[src/rtl/bootmap_pkg.sv]
`timescale 1ns/1ps
// bootmap_pkg: types and helpers shared by the boot-overlay decoder.
// Assumes the bus status is presented as the pair {ba, bs}.
package bootmap_pkg;

    // CPU bus status, encoded as {ba, bs}
    typedef enum logic [1:0] {
        BST_RUN    = 2'b00,
        BST_VECTOR = 2'b01,
        BST_SYNC   = 2'b10,
        BST_HALT   = 2'b11
    } bus_state_t;

    // Internal select vector, active high
    typedef struct packed {
        logic ram;
        logic rom;
        logic host;
    } mem_sel_t;

    // True when the status pins report a vector fetch
    function automatic logic is_vector_fetch(input bus_state_t st);
        return st == BST_VECTOR;
    endfunction

endpackage

[src/rtl/bootmap_window.sv]
`timescale 1ns/1ps
// bootmap_window: flags an access that falls inside the interface window.
// Assumes the window is aligned to its own size, so only the tag bits
// above the window offset take part in the compare.
module bootmap_window #(
    parameter int               TAG_W = 12,
    parameter logic [TAG_W-1:0] TAG   = 12'hFEE
) (
    input  logic [TAG_W-1:0] addr_tag,
    output logic             win_hit
);

    // Compare the upper address bits with the window tag
    always_comb begin
        win_hit = (addr_tag == TAG);
    end

endmodule

[src/rtl/bootmap_vector_remap.sv]
`timescale 1ns/1ps
// bootmap_vector_remap: inverts one memory address bit during a vector
// fetch, so vectors are read from a relocated page.
// Assumes the status pins are stable for the whole bus cycle.
module bootmap_vector_remap
    import bootmap_pkg::*;
(
    input  bus_state_t bus_st,
    input  logic       bit_in,
    output logic       bit_out
);

    // Flip the chosen bit only for a vector fetch
    always_comb begin
        bit_out = bit_in ^ is_vector_fetch(bus_st);
    end

endmodule

[src/rtl/bootmap_overlay.sv]
`timescale 1ns/1ps
// bootmap_overlay: the single state bit of the decoder. Reset sets it and
// an interface access clears it. It updates on the falling edge of E, so
// the cycle that causes a change keeps its own decode.
// Assumes rst_n is synchronous to E.
module bootmap_overlay (
    input  logic clk_e,
    input  logic rst_n,
    input  logic win_hit,
    output logic overlay_q
);

    // Set on reset, clear at the end of any interface cycle
    always_ff @(negedge clk_e) begin
        if (!rst_n) begin
            overlay_q <= 1'b1;
        end else if (win_hit) begin
            overlay_q <= 1'b0;
        end
    end

endmodule

[src/rtl/bootmap_select.sv]
`timescale 1ns/1ps
// bootmap_select: picks exactly one of RAM, ROM or interface for the
// current bus cycle. The interface wins in its window. Otherwise reads go
// to the ROM while the overlay is set, and everything else goes to RAM.
// With LOW_RAM_EN set, reads with the top address bit clear bypass the
// overlay and go to RAM.
module bootmap_select
    import bootmap_pkg::*;
#(
    parameter bit LOW_RAM_EN = 1'b0
) (
    input  logic     win_hit,
    input  logic     rnw,
    input  logic     overlay,
    input  logic     addr_msb,
    output mem_sel_t sel
);

    logic low_bypass;
    logic rom_read;

    // Choose whether the low half escapes the overlay
    generate
        if (LOW_RAM_EN) begin : g_low_ram
            assign low_bypass = ~addr_msb;
        end else begin : g_no_low_ram
            assign low_bypass = 1'b0 & addr_msb;
        end
    endgenerate

    // Decide ROM versus RAM, then let the interface window override both
    always_comb begin
        rom_read = rnw & overlay & ~low_bypass;
        sel.host = win_hit;
        sel.rom  = ~win_hit & rom_read;
        sel.ram  = ~win_hit & ~rom_read;
    end

endmodule

[src/rtl/bootmap_strobe.sv]
`timescale 1ns/1ps
// bootmap_strobe: active-low interface strobes, each the NAND of E with
// the read/write line or its inverse.
// Assumes the interface block qualifies the strobes with its own select.
module bootmap_strobe (
    input  logic clk_e,
    input  logic rnw,
    output logic rd_n,
    output logic wr_n
);

    // Gate the direction line with the data phase of E
    always_comb begin
        rd_n = ~(clk_e & rnw);
        wr_n = ~(clk_e & ~rnw);
    end

endmodule

[src/rtl/bootmap_decoder.sv]
`timescale 1ns/1ps
// bootmap_decoder: top of the boot-overlay address decoder. It combines
// the window compare, the overlay flag, the select logic, the vector
// remap and the strobes. All outputs except the flag are combinational.
// Assumes a single bus master and a synchronous reset timed to E.
module bootmap_decoder
    import bootmap_pkg::*;
#(
    parameter int               ADDR_W     = 16,
    parameter int               WIN_BITS   = 4,
    parameter logic [ADDR_W-1:0] HOST_BASE = 16'hFEE0,
    parameter int               REMAP_BIT  = 8,
    parameter bit               LOW_RAM_EN = 1'b0
) (
    input  logic              clk_e,
    input  logic              rst_n,
    input  logic [ADDR_W-1:0] addr,
    input  logic              rnw,
    input  logic              ba,
    input  logic              bs,
    output logic              ram_cs_n,
    output logic              rom_cs_n,
    output logic              host_cs_n,
    output logic              host_rd_n,
    output logic              host_wr_n,
    output logic              a8_mem
);

    localparam int TAG_W = ADDR_W - WIN_BITS;
    localparam logic [TAG_W-1:0] WIN_TAG = HOST_BASE[ADDR_W-1:WIN_BITS];

    logic       win_hit;
    logic       overlay_q;
    mem_sel_t   sel;
    bus_state_t bus_st;

    // Pack the status pins into the bus-state encoding
    always_comb begin
        bus_st = bus_state_t'({ba, bs});
    end

    bootmap_window #(
        .TAG_W (TAG_W),
        .TAG   (WIN_TAG)
    ) u_window (
        .addr_tag (addr[ADDR_W-1:WIN_BITS]),
        .win_hit  (win_hit)
    );

    bootmap_overlay u_overlay (
        .clk_e     (clk_e),
        .rst_n     (rst_n),
        .win_hit   (win_hit),
        .overlay_q (overlay_q)
    );

    bootmap_select #(
        .LOW_RAM_EN (LOW_RAM_EN)
    ) u_select (
        .win_hit  (win_hit),
        .rnw      (rnw),
        .overlay  (overlay_q),
        .addr_msb (addr[ADDR_W-1]),
        .sel      (sel)
    );

    bootmap_vector_remap u_remap (
        .bus_st  (bus_st),
        .bit_in  (addr[REMAP_BIT]),
        .bit_out (a8_mem)
    );

    bootmap_strobe u_strobe (
        .clk_e (clk_e),
        .rnw   (rnw),
        .rd_n  (host_rd_n),
        .wr_n  (host_wr_n)
    );

    // Drive the active-low chip selects
    always_comb begin
        ram_cs_n  = ~sel.ram;
        rom_cs_n  = ~sel.rom;
        host_cs_n = ~sel.host;
    end

endmodule

[config.mk]
export PLATFORM = sky130hd
export DESIGN_NAME = bootmap_decoder
export DESIGN_NICKNAME = d
export VERILOG_FILES = /design/src/rtl/bootmap_pkg.sv /design/src/rtl/bootmap_window.sv /design/src/rtl/bootmap_vector_remap.sv /design/src/rtl/bootmap_overlay.sv /design/src/rtl/bootmap_select.sv /design/src/rtl/bootmap_strobe.sv /design/src/rtl/bootmap_decoder.sv
export SDC_FILE = /design/constraint.sdc
export NUM_CORES = 1
export LEC_CHECK = 0
export BUFFER_PORTS_ARGS = -buffer_cell sky130_fd_sc_hd__buf_2
export CAP_MARGIN = 20
export CORE_AREA = 2 2 39 41
export DETAILED_ROUTE_END_ITERATION = 8
export DIE_AREA = 0 0 41 43
export PLACE_DENSITY = 0.39
export SLEW_MARGIN = 10
export SYNTH_ARGS = -nofsm -noshare
export SYNTH_HDL_FRONTEND = slang
export SYNTH_HIERARCHICAL = 1
export SYNTH_SLANG_ARGS = --single-unit
[constraint.sdc]
create_clock -name clk_e -period 1.3 [get_ports clk_e]
set_input_delay 0.065 -clock clk_e [delete_from_list [all_inputs] [get_ports clk_e]]
set_output_delay 0.065 -clock clk_e [all_outputs]
set_load 0.02 [all_outputs]
==> key figures, run 1 <==
Synthesis
  – Post-Synth Simple-Gate Area: a little under half
  – #FFs+latches synth: 1
  – Syn nets: 39
  – Post-synthesis xor/xnor area fraction: between 10% and 20%
  – Complex-gate fraction of the synthesized area: under 10%
  – Adder-Cell Fraction of Synth Area: 0%
  – Yosys warns: 6
  – Syn Inst Count: 18
  – Synth cell types: 13
  – Synthesized cell area: approximately 140 um2
  – Syn avg cell area: about 7.9 um2
  – Sequential share of the synthesized area: between 10% and 20%
  – Mux share of post-synthesis cell area: 0%
  – Main combinational cell family by area after synthesis: simple AND/OR/NAND/NOR gates

Clock network
  – CTS tree: yes
  – CTS Hold Buffers Added: 0
  – Clock transition at path regs: ~0.03 ns
  – Insertion delay to the later sink of the worst-skew pair: around 0.38 ns
  – Setup Fix Bufs, Post-CTS: 0

Setup path
  – Flop-to-flop setup slack: ~0.73 ns
  – R2r worst-path depth: 2
  – Worst EP required: between 1 and 1.5 ns
  – Critical path class: flip-flop to output port
  – Reg-to-reg endpoint: u_overlay/overlay_q
  – CP Max Fanout: 3
  – Crit path capture type: output port
  – Crit path DAT: 1.67 ns
  – Startpoint types: flip-flop
  – R2r startpoint: u_overlay/overlay_q

Hold path
  – WHS Endpoint: host_rd_n
  – HP Start: rnw
  – Worst min path class: input pin to output port
  – Worst hold path depth: 3

Detailed routing
  – 1st-iter DRT viols: 2
  – Post-route ant nets: 0
  – Drt drc: 0
  – Drt first pass iters: 4
  – Vias per inst: between 3 and 4
  – Via count: 232
  – WL final: 483 um
  – WL/cell: about 7.7 um

GRT
  – First-pass GRT wire length: ~720 um
  – Initial antenna violation count: 0
  – Gr usage total: 7.31%
  – Pin count of the biggest net entering global routing: 5
  – Congestion Overflow GR: 0
  – Number of global-route vias before repair: 247

Power and ir drop
  – Leakage: ~0.18 nW
  – Clk pwr share: between 80% and 90%
  – Psw: between 0.15 and 0.2 mW
  – Switch share: about a third
  – Peak VDD IR: just over 0.0004 V
  – Sequential share of power: under 10%
  – Cell internal pwr: 0.315 mW
  – P per Cell Area: between 1000 and 1500 nW/um2
  – Comb pwr share: about 12%

Cells and area
  – Biggest regs: u_overlay/overlay_q: 1 flops
  – Area Overhead vs Synth: 131%
  – Fraction of layout cells with a size suffix above 1: 74.5%
  – Antenna diode count: 0
  – Commonest non-fill, non-tap cell in the layout: buf_2
  – Most frequent cells in the layout: buf_2, clkbuf_4, inv_1
  – Reg with most FFs: u_overlay/overlay_q
  – Final net count: just under 70
  – Flip-flop count of the largest register after layout: 1
  – Fin cells: 63
  – Post-layout util: a little under a quarter
  – # fillers: 160

Run status
  – Violated checks: negative setup slack
  – Status: finished, violations left

STA
  – Final setup viols: 2
  – Fin worst setup slack: -0.436 ns
  – Final hold violations: 0
  – RSZ-0062 raised after global routing: yes
  – Final Skew: 0 ns
  – Max Slew Vio Count: 0
  – Slew margin rel.: a little under nine tenths
  – Worst Tran Pin Value: between 0.2 and 0.25 ns

Floorplanning
  – Starting Density: 10.3%
  – Die X: just over 40 um
  – Row count: 14
  – Die Height: ~43 um
  – Die area: 1760 um2
  – Io pins: 27
  – Core area: 1380 um2

Run
  – Max-Cap Viols: 0

Placement
  – Port buffer count: 22
  – Detailed placement HPWL: 373 um
  – Setup WS pre-CTS: -0.106 ns
  – Placer Congestion: ~0.63
  – Placed instance count: 56
layer usage:
metal,vias to the layer above,wire [um],GRT usage [%]
li1,116,-,-
met1,98,182,5.10
met2,18,238,7.19
met3,0,63,7.33
met4,0,0,13.3
met5,-,0,0
final cells by class:
class	instances	area, um2	area share [%]
Clock inverter	1	3.75	1.14
Inverter	4	15.0	4.56
Sequential cell	1	21.3	6.46
Multi-Input combinational cell	11	96.3	29.3
Clock buffer	9	58.8	17.9
Tap cell	16	20.0	6.08
Timing Repair Buffer	21	114	34.6
logic make-up after synthesis:
logic type,count (synthesis)
and+or+nand+nor,8
buffers and inverters,6
AOI/OAI and AO/OA,2
xor gates and xnor gates,1
DFF,1
power groups by stage:
| stage | sequential [mW] | clock [mW] | combinational [mW] |
|---|---|---|---|
| 3_3_place_gp | 0.0313 | 0.0983 | 0.0555 |
| 6_report | 0.0310 | 0.389 | 0.0576 |
| 3_5_place_dp | 0.0313 | 0.0983 | 0.0559 |
| 2_1_floorplan | 0.0313 | 0.0704 | 0.0237 |
| 4_1_cts | 0.0310 | 0.408 | 0.0584 |
| 5_1_grt | 0.0309 | 0.427 | 0.0620 |
worst max path at each step:
| stage | start | end | slack (ns) |
|---|---|---|---|
| floorplan | u_overlay/overlay_q | rom_cs_n | 0.02 |
| global route | u_overlay/overlay_q | ram_cs_n | -0.48 |
| detailed placement | addr[8] | u_overlay/overlay_q | -0.11 |
| global placement | addr[8] | u_overlay/overlay_q | -0.09 |
| CTS | u_overlay/overlay_q | ram_cs_n | -0.46 |
| finish | u_overlay/overlay_q | rom_cs_n | -0.44 |
worst max-delay path: stages (launching register included):
cell and delay, ns:
dfxtp_2 0.32, and3b_1 0.16, inv_2 0.04, buf_6 0.12
per-stage QoR:
step           area, um2  total power, mW  hold slack (ns)  TNS [ns]
6_report             329            0.478            0.432    -0.867
5_1_grt              329            0.520            0.458    -0.965
3_3_place_gp         273            0.185            0.237    -0.218
2_1_floorplan        143            0.125            0.187         0
3_5_place_dp         273            0.185            0.237    -0.245
4_1_cts              329            0.497            0.443    -0.913
Yosys cell counts, drive strengths merged:
cell / n / area share (%)
nand2: 1 / 2.6
inv: 5 / 13
nand4: 2 / 8.8
nor3: 1 / 7.0
nand4bb: 1 / 7.9
buf: 1 / 5.3
a21oi: 1 / 3.5
o21ai: 1 / 6.1
and3b: 1 / 6.1
xnor2: 1 / 11
nand2b: 2 / 14
dfxtp: 1 / 14
timing repair:
action	in CTS	in global routing
hold endpoints to repair	0	0
pin swaps	1	0
endpoints found under the setup margin	2	2
gates resized for setup	3	0
No activity file was read; power rests on OpenSTA's default activity.
==> run 2, diff against run 1 <==
ABC_AREA = 1   (was unset)
BUFFER_PORTS_ARGS = -buffer_cell sky130_fd_sc_hd__buf_4   (was -buffer_cell sky130_fd_sc_hd__buf_2)
PLACE_DENSITY = 0.4   (was 0.39)
==> run 2 against run 1 <==
  * The flow still finishes with violations (negative setup slack)
  * Cell area increased by 25%
  * Non-clock buffer count grew 2
  * Flip-flop and latch count did not move
  * Clock skew unchanged
  * First-iteration DRC count unchanged
  * Cell count increased by 24%
  * Setup slack improved by 0.018 ns
  * Global-route usage rose by 1.3 points
  * Area after synthesis grew 5.3%
  * Combinational power is 32% higher
  * Die area did not move
  * Largest power group unchanged
==> key figures, run 2 <==
Run status
  – Status: finished, violations left
  – Violated checks: negative setup slack

Synthesis
  – Most instantiated cells after synthesis: nand2_1, inv_1, nor2_1, nor2_2
  – Yosys top cell area share: 32.5%
  – Post-synthesis xor/xnor area fraction: 0%
  – Main flop type after synthesis: dfxtp_1
  – Main combinational cell family by area after synthesis: simple AND/OR/NAND/NOR gates
  – #FFs+latches synth: 1
  – Yosys warns: 6
  – Synth area leaders: nand2_1, inv_1, dfxtp_1
  – Synth cell types: 9
  – Number of flops mapped to enable cells by yosys: 0
  – Most frequent cell after synthesis: nand2_1
  – Post-Synth Simple-Gate Area: 53.3%
  – Adder-Cell Fraction of Synth Area: 0%
  – Ys async rst share: 0%
  – Sequential share of the synthesized area: about an eighth
  – Synthesized cell area: between 150 and 200 um2
  – Syn avg cell area: between 4 and 5 um2
  – Complex-gate fraction of the synthesized area: between 3 and 4%
  – Mux share of post-synthesis cell area: 0%
  – Syn Inst Count: 32
  – Syn nets: 53
  – Cell taking the most area after synthesis: nand2_1

Setup path
  – Critical path class: flip-flop to output port
  – R2r startpoint: u_overlay/overlay_q
  – Crit-path cells: nand2_2, nor2_2, inv_1, buf_6
  – Flop-to-flop setup slack: approximately 0.65 ns
  – R2r worst-path depth: 3
  – CP Max Fanout: 3
  – Max incr delay on CP: 0.34 ns
  – Worst EP required: 1.24 ns
  – Reg-to-reg endpoint: u_overlay/overlay_q
  – Crit path capture type: output port
  – Startpoint types: flip-flop
  – Origin of the worst setup path: u_overlay/overlay_q
  – Critical Path Slowest Stage Cell: dfxtp_2
  – Crit path DAT: roughly 1.7 ns

Power and ir drop
  – Switch share: around a third
  – Sequential share of power: under 10%
  – Comb pwr share: around 15%
  – Leakage: about 0.24 nW
  – Cell internal pwr: roughly 0.34 mW
  – Clk pwr share: 78.4%
  – Psw: roughly 0.16 mW
  – P per Cell Area: ~1200 nW/um2
  – Peak VDD IR: approximately 0.00087 V

STA
  – Max Slew Vio Count: 0
  – Slew margin rel.: between 90% and 100%
  – Final Skew: 0 ns
  – RSZ-0062 raised after global routing: yes
  – Worst Tran Pin Value: roughly 0.096 ns
  – Final hold violations: 0
  – Fin worst setup slack: -0.418 ns
  – Final setup viols: 2

GRT
  – First-pass GRT wire length: slightly below 1000 um
  – Number of global-route vias before repair: approximately 290
  – Initial antenna violation count: 0
  – M3 GR Usage: 7.85%
  – Congestion Overflow GR: 0
  – Pin count of the biggest net entering global routing: 5
  – Gr busiest metal: met2
  – Met1 usage: 7.96%
  – GR Util met2: between 10% and 20%
  – Gr usage total: between 8 and 9%

Placement
  – Cell Area, Placed: ~350 um2
  – Placer Congestion: roughly 0.62
  – Setup WS pre-CTS: -0.115 ns
  – Detailed placement HPWL: about 450 um
  – Port buffer count: 22

Run
  – Max-Cap Viols: 0

Cells and area
  – Area Overhead vs Synth: 173%
  – Reg with most FFs: u_overlay/overlay_q
  – Antenna diode count: 0
  – Fraction of layout cells with a size suffix above 1: around 58%
  – # fillers: about 170
  – Flip-flop count of the largest register after layout: 1
  – Most frequent cells in the layout: buf_4, nand2_1, inv_1
  – Biggest regs: u_overlay/overlay_q: 1 flops
  – Final net count: 85
  – Finished Cell Area: 410 um2
  – Commonest non-fill, non-tap cell in the layout: buf_4

Floorplanning
  – Die area: between 1500 and 2000 um2
  – Io pins: 27
  – Die Height: ~43 um
  – Die X: a little over 40 um
  – Core area: roughly 1400 um2
  – Starting Density: about 11%
  – Row count: 14

Detailed routing
  – WL/cell: 7.05 um
  – 1st-iter DRT viols: 2
  – Post-route ant nets: 0
  – Vias per inst: 3.35
  – Drt drc: 0
  – Via count: 261
  – WL final: 550 um
  – Drt first pass iters: 2

Clock network
  – CTS Hold Buffers Added: 0
  – Clock transition at path regs: roughly 0.030 ns
  – CTS tree: yes
  – Insertion delay to the later sink of the worst-skew pair: 0.38 ns

Hold path
  – Worst min path class: input pin to output port
  – Worst hold path depth: 3
  – WHS Endpoint: host_rd_n
  – HP Start: rnw
==> run 2: how the worst max path moves through the flow <==
stage	endpoint	slack, ns
finish	rom_cs_n	-0.42
global placement	u_overlay/overlay_q	-0.11
global route	rom_cs_n	-0.48
floorplan	u_overlay/overlay_q	-0.01
detailed placement	u_overlay/overlay_q	-0.11
CTS	rom_cs_n	-0.43
==> run 2: stage by stage <==
step	std cells	TNS [ns]	util (%)	hold slack [ns]	power, mW
after floorplan	32	-0.0104	-	0.187	0.123
after global placement	72	-0.218	25.3	0.241	0.222
after detailed placement	72	-0.209	25.3	0.241	0.222
after CTS	78	-0.850	29.7	0.452	0.518
after global routing	78	-0.915	29.7	0.470	0.540
final	78	-0.820	29.7	0.443	0.496
==> run 2: worst max-delay path, delay by kind of cell (launching register included) <==
kind / cells / cell delay, ns
flip-flops: 1 / 0.34
buffers and inverters: 2 / 0.17
AND/OR/NAND/NOR: 2 / 0.12
==> run 2: power by group through the flow <==
stage	clock (mW)	sequential (mW)	combinational (mW)
finish	0.389	0.0310	0.0760
global route	0.424	0.0310	0.0851
CTS	0.411	0.0310	0.0768
detailed placement	0.119	0.0313	0.0725
global placement	0.119	0.0313	0.0721
floorplan	0.0698	0.0313	0.0218
==> run 2: layer usage <==
metal	part of all wire [%]	vias to the layer above
met3	7.1	0
met2	56	10
met5	0	-
li1	-	149
met4	0	0
met1	37	102
==> run 2: kinds of logic after synthesis <==
logic type             after synthesis
AO/OA/AOI/OAI                        1
AND/OR/NAND/NOR                     19
buffers and inverters               11
flip-flops                           1
==> run 2: cell type report <==
| cell class | instances | area [um2] | area share [%] |
|---|---|---|---|
| clock buffers | 8 | 60.1 | 14.6 |
| clock inverters | 1 | 3.75 | 0.915 |
| inverters | 9 | 33.8 | 8.23 |
| multi-input cells | 20 | 91.3 | 22.3 |
| flip-flops and latches | 1 | 21.3 | 5.18 |
| well taps | 16 | 20.0 | 4.88 |
| repair buffers | 23 | 180 | 43.9 |
==> run 2: timing repair <==
action / CTS / global route
setup buffers: 0 / 0
endpoints found under the setup margin: 2 / 2
gates resized for setup: 5 / 0
hold endpoints to repair: 0 / 0
==> run 3, diff against run 2 <==
CORE_AREA = 3 3 40 42   (was 2 2 39 41)
CTS_CLUSTER_DIAMETER = 80   (was unset)
DIE_AREA = 0 0 43 45   (was 0 0 41 43)
==> run 3 against run 2 <==
  * The run still ends with negative setup slack left
  * Sequential power about the same
  * Combinational power is 3.2% lower
  * Clock-buffer cell count is the same
  * Core utilization grew 1.0 points
  * Die area grew 9.8%
  * Clock power about the same
  * Cell area shrank 4.0%
  * Clock skew unchanged
  * Largest cell class unchanged
  * Highest routed layer unchanged
==> key figures, run 3 (synthesis gave the netlist of run 2 again) <==
Setup path
  – Startpoint types: flip-flop
  – Flop-to-flop setup slack: approximately 0.76 ns
  – Worst EP required: roughly 1.2 ns
  – Crit path DAT: 1.65 ns
  – Crit path capture type: output port
  – Critical path class: flip-flop to output port
  – CP Max Fanout: 3

Floorplanning
  – Row count: 13
  – Die area: roughly 1900 um2
  – Die X: roughly 43 um
  – Io pins: 27
  – Die Height: between 40 and 50 um
  – Starting Density: a little under an eighth
  – Core area: 1280 um2

Placement
  – Detailed placement HPWL: between 400 and 500 um
  – Placed instance count: 69
  – Cell Area, Placed: between 300 and 400 um2
  – Placer Congestion: about 0.63
  – Port buffer count: 22

Cells and area
  – Commonest non-fill, non-tap cell in the layout: buf_4
  – Flip-flop count of the largest register after layout: 1
  – Final net count: 83
  – Fraction of layout cells with a size suffix above 1: ~57%
  – # fillers: ~150
  – Biggest regs: u_overlay/overlay_q: 1 flops
  – Fin cells: 75
  – Most frequent cells in the layout: buf_4, nand2_1, inv_1
  – Finished Cell Area: between 300 and 400 um2
  – Area Overhead vs Synth: 163%
  – Reg with most FFs: u_overlay/overlay_q
  – Antenna diode count: 0

Power and ir drop
  – P per Cell Area: 1250 nW/um2
  – Peak VDD IR: 0.000583 V
  – Leakage: roughly 0.23 nW

STA
  – Fin Hold WS: between 0.4 and 0.5 ns
  – RSZ-0062 raised after global routing: yes
  – Slew margin rel.: between 90 and 100%
  – Worst Tran Pin Value: 0.0918 ns
  – Final setup viols: 2
  – Max Slew Vio Count: 0
  – Fin Setup TNS: -0.821 ns
  – Final Skew: 0 ns
  – Fin worst setup slack: -0.418 ns
  – Final hold violations: 0

Detailed routing
  – Post-route ant nets: 0
  – WL final: 552 um
  – 1st-iter DRT viols: 1
  – Drt first pass iters: 4
  – Via count: 268
  – Drt drc: 0
  – Vias per inst: about 3.6
  – WL/cell: about 7.4 um

Clock network
  – CTS Hold Buffers Added: 0
  – Clock transition at path regs: approximately 0.030 ns
  – CTS tree: yes
  – Insertion delay to the later sink of the worst-skew pair: approximately 0.38 ns
  – Setup Fix Bufs, Post-CTS: 0

GRT
  – Number of global-route vias before repair: roughly 270
  – Initial antenna violation count: 0
  – Gr usage total: 6.48%
  – Congestion Overflow GR: 0
  – Pin count of the biggest net entering global routing: 5
  – First-pass GRT wire length: 772 um

Hold path
  – Worst min path class: input pin to output port

Run
  – Max-Cap Viols: 0

Run status
  – Violated checks: negative setup slack
  – Status: finished, violations left
## run 3: power breakdown
part | total [mW] | leakage [nW] | switching, mW | internal [mW]
Combinational | 0.0736 | 0.181 | 0.0271 | 0.0465
Sequential | 0.0310 | 0.00759 | 0.0000117 | 0.0310
Clock | 0.387 | 0.0461 | 0.131 | 0.256
Total | 0.492 | 0.235 | 0.158 | 0.334
## run 3: critical path, cell delays in order, from the launching register on
cell and delay (ns):
dfxtp_2 0.34, nand2_2 0.05, nor2_2 0.07, inv_1 0.05, buf_6 0.12
## run 3: per-layer routing
metal  routed length, um  GRT usage, %
met2                 286          6.89
met3                  62          5.58
met5                   0             0
met4                   0          14.5
met1                 204          4.07
## run 3: layout make-up
| type | count | area (um2) | share of cell area (%) |
|---|---|---|---|
| clock buffer | 8 | 60.1 | 15.2 |
| tap | 15 | 18.8 | 4.76 |
| inverter | 9 | 33.8 | 8.57 |
| sequential | 1 | 21.3 | 5.40 |
| clock inverter | 1 | 3.75 | 0.952 |
| timing repair buffer | 21 | 165 | 41.9 |
| multi-input combinational | 20 | 91.3 | 23.2 |
## run 3: timing repair
item / 4_1_cts / 5_1_grt
gates resized for setup: 5 / 0
pin swaps: 0 / 0
endpoints found under the setup margin: 2 / 2
## run 3: final timing paths
check / start / end / cells past startpoint
max reg2reg: u_overlay/overlay_q / u_overlay/overlay_q / 2
max: u_overlay/overlay_q / rom_cs_n / 4
min reg2reg: u_overlay/overlay_q / u_overlay/overlay_q / 2
min: rnw / host_rd_n / 3
## run 3: per-stage QoR
step                power, mW  utilization (%)  worst slack [ns]
finish                  0.492             30.7            -0.418
global route            0.549             30.7            -0.487
CTS                     0.517             30.7            -0.436
detailed placement      0.220             26.0            -0.139
global placement        0.220             26.0            -0.121
floorplan               0.123                -           -0.0104
